$ cat src/rtl/rank_spare_ctrl.sv
module rank_spare_ctrl #(
  parameter int NUM_RANKS = 5,
  parameter int OFF_W     = 3,
  parameter int DW        = 16,
  parameter int CNT_W     = 3,
  localparam int NUM_ACT  = NUM_RANKS - 1,
  localparam int LRK_W    = (NUM_ACT > 1) ? $clog2(NUM_ACT) : 1,
  localparam int PRK_W    = $clog2(NUM_RANKS),
  localparam int HAW      = LRK_W + OFF_W,
  localparam int PAW      = PRK_W + OFF_W
) (
  input  logic             clk,
  input  logic             rst_n,
  input  logic [CNT_W-1:0] thresh,
  input  logic             ecc_ce,
  input  logic [PRK_W-1:0] ecc_rank,
  input  logic             h_req,
  input  logic             h_we,
  input  logic [HAW-1:0]   h_addr,
  input  logic [DW-1:0]    h_wdata,
  output logic             h_ready,
  output logic             h_rvalid,
  output logic [DW-1:0]    h_rdata,
  output logic             m_req,
  output logic             m_we,
  output logic [PAW-1:0]   m_addr,
  output logic [DW-1:0]    m_wdata,
  input  logic [DW-1:0]    m_rdata,
  output logic             spare_active,
  output logic             copy_busy,
  output logic             copy_done,
  output logic             spare_exhausted,
  output logic [LRK_W-1:0] failed_rank,
  output logic [HAW:0]     usable_words
);
  localparam logic [PRK_W-1:0] SPARE    = PRK_W'(NUM_RANKS - 1);
  localparam logic [CNT_W-1:0] CMAX     = '1;
  localparam logic [OFF_W-1:0] OFF_LAST = '1;

  typedef enum logic [1:0] {C_RD, C_WAIT, C_WR} cst_t;

  logic [CNT_W-1:0] cnt [NUM_ACT];
  logic [NUM_ACT-1:0] tripped, over;
  logic [LRK_W-1:0] pick, fail_q;
  logic used_q, busy_q, done_q, exh_q, rv_q, mir_v;
  cst_t cst;
  logic [OFF_W-1:0] ptr, mir_off;
  logic [DW-1:0] cbuf, mir_d;

  wire [LRK_W-1:0] h_rank   = h_addr[HAW-1:OFF_W];
  wire [OFF_W-1:0] h_off    = h_addr[OFF_W-1:0];
  wire             hit_fail = (h_rank == fail_q);
  wire [PRK_W-1:0] h_prank  = (done_q && hit_fail) ? SPARE : PRK_W'(h_rank);
  wire             h_go     = h_req && h_ready;
  wire             h_wfail  = busy_q && h_go && h_we && hit_fail;
  wire             buf_hit  = h_wfail && (h_off == ptr);
  wire             need_mir = h_wfail && (h_off < ptr);
  wire             cp_slot  = busy_q && !mir_v && !h_req;
  wire             cp_rd    = cp_slot && (cst == C_RD);
  wire             cp_wr    = cp_slot && (cst == C_WR);
  wire             any_over = |over;
  wire             multi    = (over & (over - 1'b1)) != '0;

  assign h_ready         = !mir_v;
  assign h_rvalid        = rv_q;
  assign h_rdata         = m_rdata;
  assign spare_active    = used_q;
  assign copy_busy       = busy_q;
  assign copy_done       = done_q;
  assign spare_exhausted = exh_q;
  assign failed_rank     = fail_q;
  assign usable_words    = (HAW+1)'(NUM_ACT) << OFF_W;

  for (genvar i = 0; i < NUM_ACT; i++) begin : g_cnt
    wire inc = ecc_ce && (ecc_rank == PRK_W'(i));
    assign over[i] = (cnt[i] > thresh) && !tripped[i];
    always_ff @(posedge clk) begin
      if (!rst_n) begin
        cnt[i]     <= '0;
        tripped[i] <= 1'b0;
      end else begin
        if (inc && cnt[i] != CMAX) cnt[i] <= cnt[i] + 1'b1;
        if (over[i]) tripped[i] <= 1'b1;
      end
    end
    AST_CNT_SATURATES: assert property (@(posedge clk) disable iff (!rst_n)
      cnt[i] == CMAX |=> cnt[i] == CMAX);
  end

  always_comb begin
    pick = '0;
    for (int i = NUM_ACT - 1; i >= 0; i--)
      if (over[i]) pick = LRK_W'(i);
  end

  always_comb begin
    m_req = 1'b0; m_we = 1'b0; m_addr = '0; m_wdata = '0;
    if (mir_v) begin
      m_req = 1'b1; m_we = 1'b1; m_addr = {SPARE, mir_off}; m_wdata = mir_d;
    end else if (h_req) begin
      m_req = 1'b1; m_we = h_we; m_addr = {h_prank, h_off}; m_wdata = h_wdata;
    end else if (cp_rd) begin
      m_req = 1'b1; m_addr = {PRK_W'(fail_q), ptr};
    end else if (cp_wr) begin
      m_req = 1'b1; m_we = 1'b1; m_addr = {SPARE, ptr}; m_wdata = cbuf;
    end
  end

  always_ff @(posedge clk) begin
    if (!rst_n) begin
      used_q <= 1'b0; busy_q <= 1'b0; done_q <= 1'b0; exh_q <= 1'b0;
      fail_q <= '0; ptr <= '0; cst <= C_RD; cbuf <= '0;
      mir_v <= 1'b0; mir_off <= '0; mir_d <= '0; rv_q <= 1'b0;
    end else begin
      rv_q    <= h_go && !h_we;
      mir_v   <= need_mir;
      mir_off <= h_off;
      mir_d   <= h_wdata;
      if (any_over) begin
        if (!used_q) begin
          used_q <= 1'b1; busy_q <= 1'b1; fail_q <= pick;
          ptr <= '0; cst <= C_RD;
        end
        if (used_q || multi) exh_q <= 1'b1;
      end
      if (busy_q) begin
        case (cst)
          C_RD:   if (cp_rd) cst <= C_WAIT;
          C_WAIT: begin
            cbuf <= buf_hit ? h_wdata : m_rdata;
            cst  <= C_WR;
          end
          C_WR: begin
            if (buf_hit) cbuf <= h_wdata;
            if (cp_wr) begin
              if (ptr == OFF_LAST) begin
                busy_q <= 1'b0; done_q <= 1'b1;
              end else begin
                ptr <= ptr + 1'b1; cst <= C_RD;
              end
            end
          end
          default: cst <= C_RD;
        endcase
      end
    end
  end

  AST_SPARE_UNTOUCHED: assert property (@(posedge clk) disable iff (!rst_n)
    (!spare_active && m_req) |-> m_addr[PAW-1:OFF_W] != SPARE);
  AST_PASS_THROUGH: assert property (@(posedge clk) disable iff (!rst_n)
    (!spare_active && h_req) |-> (h_ready && m_req && m_we == h_we &&
                                  m_addr[OFF_W-1:0] == h_off));
  AST_READ_RETURNS: assert property (@(posedge clk) disable iff (!rst_n)
    (h_req && h_ready && !h_we) |=> h_rvalid);
  AST_REMAP_TO_SPARE: assert property (@(posedge clk) disable iff (!rst_n)
    (copy_done && h_req && h_ready && h_rank == failed_rank) |->
      m_addr[PAW-1:OFF_W] == SPARE);
  AST_DONE_HOLDS: assert property (@(posedge clk) disable iff (!rst_n)
    copy_done |=> (copy_done && !copy_busy && $stable(failed_rank)));
  AST_EXHAUST_STICKY: assert property (@(posedge clk) disable iff (!rst_n)
    spare_exhausted |=> spare_exhausted);
  AST_MIRROR_STALL: assert property (@(posedge clk) disable iff (!rst_n)
    (copy_busy && h_req && h_ready && h_we && h_rank == failed_rank && h_off < ptr)
      |=> (!h_ready && m_we && m_addr[PAW-1:OFF_W] == SPARE));
endmodule

$ cat config.mk
export PLATFORM = sky130hd
export DESIGN_NAME = rank_spare_ctrl
export DESIGN_NICKNAME = d
export VERILOG_FILES = /design/src/rtl/rank_spare_ctrl.sv
export SDC_FILE = /design/constraint.sdc
export NUM_CORES = 1
export LEC_CHECK = 0
export BUFFER_PORTS_ARGS = -buffer_cell sky130_fd_sc_hd__buf_2
export CAP_MARGIN = 20
export CORE_UTILIZATION = 48
export CTS_CLUSTER_DIAMETER = 200
export DETAILED_ROUTE_END_ITERATION = 16
export PLACE_DENSITY_LB_ADDON = 0.12
export SLEW_MARGIN = 0
export SYNTH_ARGS = -nofsm -noshare
export SYNTH_HDL_FRONTEND = slang
export SYNTH_SLANG_ARGS = --single-unit
$ cat constraint.sdc
create_clock -name clk -period 1.78 [get_ports clk]
set_input_delay 0.089 -clock clk [delete_from_list [all_inputs] [get_ports clk]]
set_output_delay 0.089 -clock clk [all_outputs]
set_load 0.1 [all_outputs]
==> out/results.txt <==
The die extent in x is 90.33 µm, and the number of register bits inferred by synthesis is 64. 0 antenna diodes ended up in the layout. In this run the worst path has a maximum fanout of 7. After synthesis, the mean cell area works out to 9.339 µm².

The first routing iteration left 146 violations. Registers take 0.001423 mm². The cell with the largest stage delay on the worst path is or4_4. The die covers 0.008159 mm².

Leakage power summed over all cells: 2.478 nW. For the worst-skew pair, the clock arrives at the later sink with an insertion delay of 0.34 ns. STA classifies the critical path endpoint as a flop.

Initial antenna violation count: 0. The final-report hold violation count was 0. After floorplanning, the core was divided into 31 placement rows. Entering global routing, the biggest net connects 35 pins. In this run the deepest clock path goes through 2 buffers. The number of port buffers works out to 95. After clock tree synthesis, the clock-pin slew on the worst setup and hold paths is 0.08 ns. The kind of cell with the highest combined delay on the critical path was simple AND/OR/NAND/NOR gates. The fraction of registers with async set or reset after synthesis was 0; the share of the cycle needed by the critical path after routing was 1.175. The via count was 3635. The TritonCTS buffer count came out at 9. After detailed routing, the total wire length is 11300 µm. The net count of the finished layout is 613. The tools report the setup TNS as -3.490 ns. Register area share after synthesis: 0.3742. TritonCTS built the clock tree. Together, buffers and inverters on the worst path number 0.

The smallest clock period supported by the final layout is computed as 2.092 ns. The total global-route track usage was 0.2773; the arrival time reported for the critical path endpoint was 2.38 ns. For the number of distinct library cells after synthesis, the log shows 46. The logs give 401 for the post-synthesis cell count and 5 for the number of optimization iterations in the first detailed-route pass. The floorplan step defined a core boundary enclosing 0.007408 mm². Derived from the worst setup path, the maximum achievable clock frequency is 0.4780 GHz. Setup repair after global routing could not meet its margin everywhere. Fraction of final layout cells with drive strength greater than 1: 0.5064.

After global routing the overflow that remains totals 0. The wire-length estimate of the detail-placed layout is 6985 µm. The critical path goes through ha_4 -> nor2b_4 -> nor3_2 -> or4_4 -> a41oi_4 -> o221a_2. Clock sink count: 64.

Fill cells in the final layout number 464. CTS placed an instance of clkbuf_8 at the clock tree root. Before CTS, the worst setup slack after placement is -0.2883 ns. The kind of critical path is reg2reg. The path class of the tightest hold or removal check is in2reg. After detailed routing, the number of remaining DRC violations is 0. The initial cell density of the core came out at 0.5055. After layout, the design draws a total of 4.481 mW. For this run, the number of Yosys warnings is 0. The synthesized netlist occupies a cell area of 0.003745 mm². Pin placement for this block handled 102 I/O pins. IR analysis of the VDD net gives a maximum drop of 0.0009639 V. Slack of the critical path: -0.3123 ns.

The worst setup path is launched from a flop. In the final layout, the multi-input gates occupy 0.002661 mm². The final number of setup-violating endpoints was 43; the actual slew at the worst max-slew pin was 0.5205 ns.

The first global-routing pass estimated 18100 µm of wire. In this run the power density over the cells is 752.8 mW/mm². The floorplan step set the die height to 90.33 µm.

The number of global-route vias before repair was 3720. On the worst path, the slowest cell contributes a delay of 0.52 ns. In the synthesized netlist the dominant register cell turns out to be dfxtp_1. At the end of routability-driven placement, the weighted congestion stood at 0.8838.

Hold is met by 0.01154 ns. Required time at the worst-slack endpoint: 2.06 ns. From synthesis to final layout, the design area changed by 58.97%. For the final core utilization, the log shows 0.8036. The tools report the largest clock skew in the final design as 0.007362 ns. Dividing the detail-routed via count by the number of cells gives 5.644. The max-slew violation count was 0. In the final routed layout, each cell accounts on average for 17.55 µm. The tightest slew margin relative to the limit is 0.6498.

The final reports fail on negative setup slack. The run finished, with violations left. In this run, synthesis inferred 12 flip-flops with an integrated enable. The run gives 0 as the count of maximum capacitance violations. The remaining number of nets flagged by the antenna check after routing is 0. The H-tree was split into 3 levels.
report_power, final:
group          leakage (nW)  internal (mW)  switching, mW
logic                  1.82          0.562           1.03
clock network         0.104          0.663          0.598
registers             0.557           1.57         0.0680
per-layer routing:
metal	routed length [µm]	up-vias	track usage
met5	0	-	0
met4	212	0	0.1075
li1	-	1720	-
met2	5852	117	0.4816
met1	4765	1773	0.3418
met3	473	25	0.04714
final cells by class:
class,count,share of cell area
multi-input cells,281,0.4470
repair buffers,168,0.2495
flip-flops and latches,64,0.2390
clock buffers,12,0.02963
well taps,99,0.02081
inverters,16,0.01009
clock inverters,4,0.003993
what timing repair did:
item / CTS / global route
hold buffers: 11 / 0
gates resized for setup: 60 / 34
setup endpoints to repair: 50 / 58
pin swaps: 36 / 38
cloned: 2 / 0
setup buffers: 10 / 8
endpoints found under the hold margin: 11 / 0
registers in the layout, summed over array words and instances, names as in the netlist:
signal	count
failed_rank	2
h_rvalid	1
cnt	12
cbuf	16
tripped	4
ptr	3
copy_done	1
mir_v	1
cst	2
spare_active	1
spare_exhausted	1
copy_busy	1
mir_off	3
mir_d	16
synth_stat cells (all sizes together) (2+ instances only):
cell    instances  area (µm²)
dfxtp          52        1041
nand2          44       165.2
and2           30       190.2
buf            30       226.5
ha             25       312.8
o21ai          19       95.09
or3            18       112.6
a22oi          16       120.1
inv            16       60.06
mux2i          16       160.2
o2111a         16       180.2
clkbuf         14       52.55
nor2           13       48.80
edfxtp         12       360.4
nor4           10       68.81
nor3            9       45.04
nand3           6       30.03
nor2b           6       37.54
o31ai           6       45.04
o21a            5       37.54
nand2b          4       25.02
a222oi          3       30.03
and3            3       18.77
or4             3       26.27
a21oi           2       10.01
a32oi           2       17.52
conb            2       7.510
maj3            2       20.02
nand3b          2       15.01
o221a           2       22.52
o41ai           2       17.52
xor2            2       32.53
worst paths after layout:
| kind | slack (ns) | cells past startpoint | endpoint | start |
|---|---|---|---|---|
| max | -0.31 | 6 | failed_rank[0]$_SDFFE_PN0P_ | cnt[2][1]$_SDFFCE_PN0P_ |
| min | 0.01 | 2 | mir_d[13]$_SDFF_PN0_ | h_wdata[13] |
| max reg2reg | -0.31 | 6 | failed_rank[0]$_SDFFE_PN0P_ | cnt[2][1]$_SDFFCE_PN0P_ |
| min reg2reg | 0.51 | 2 | cst[0]$_SDFF_PN0_ | cst[0]$_SDFF_PN0_ |
through the flow:
stage / std cells / cell area, µm²
finish: 644 / 5953
global route: 644 / 5953
CTS: 638 / 5753
detailed placement: 599 / 5026
global placement: 599 / 5026
floorplan: 405 / 4033
cell families (layout without fill, tap and decap cells):
| group | after synthesis | count (layout) | synth area share |
|---|---|---|---|
| AOI/OAI and AO/OA | 79 | 79 | 0.1734 |
| xor gates and xnor gates | 2 | 2 | 0.008687 |
| adders and majority gates | 27 | 27 | 0.08887 |
| buffers and inverters | 60 | 200 | 0.09055 |
| DFF | 64 | 64 | 0.3742 |
| muxes | 16 | 16 | 0.04277 |
| other | 2 | 6 | 0.002005 |
| and+or+nand+nor | 151 | 151 | 0.2195 |
placed cells by master, fill, tap and decap left out, drive strengths merged, types with 4 or more instances in the layout:
master         n
dfxtp         52
nand2b         4
nor4          10
o21a           5
a22oi         16
inv           17
dlygate4sd3   11
o31ai          6
o2111a        16
mux2i         16
nor3           9
clkbuf        13
conb           6
and2          30
nor2b          6
ha            25
edfxtp        12
nor2          13
nand2         44
or3           18
o21ai         19
nand3          6
buf          156
(Power assumes the default switching activity.)
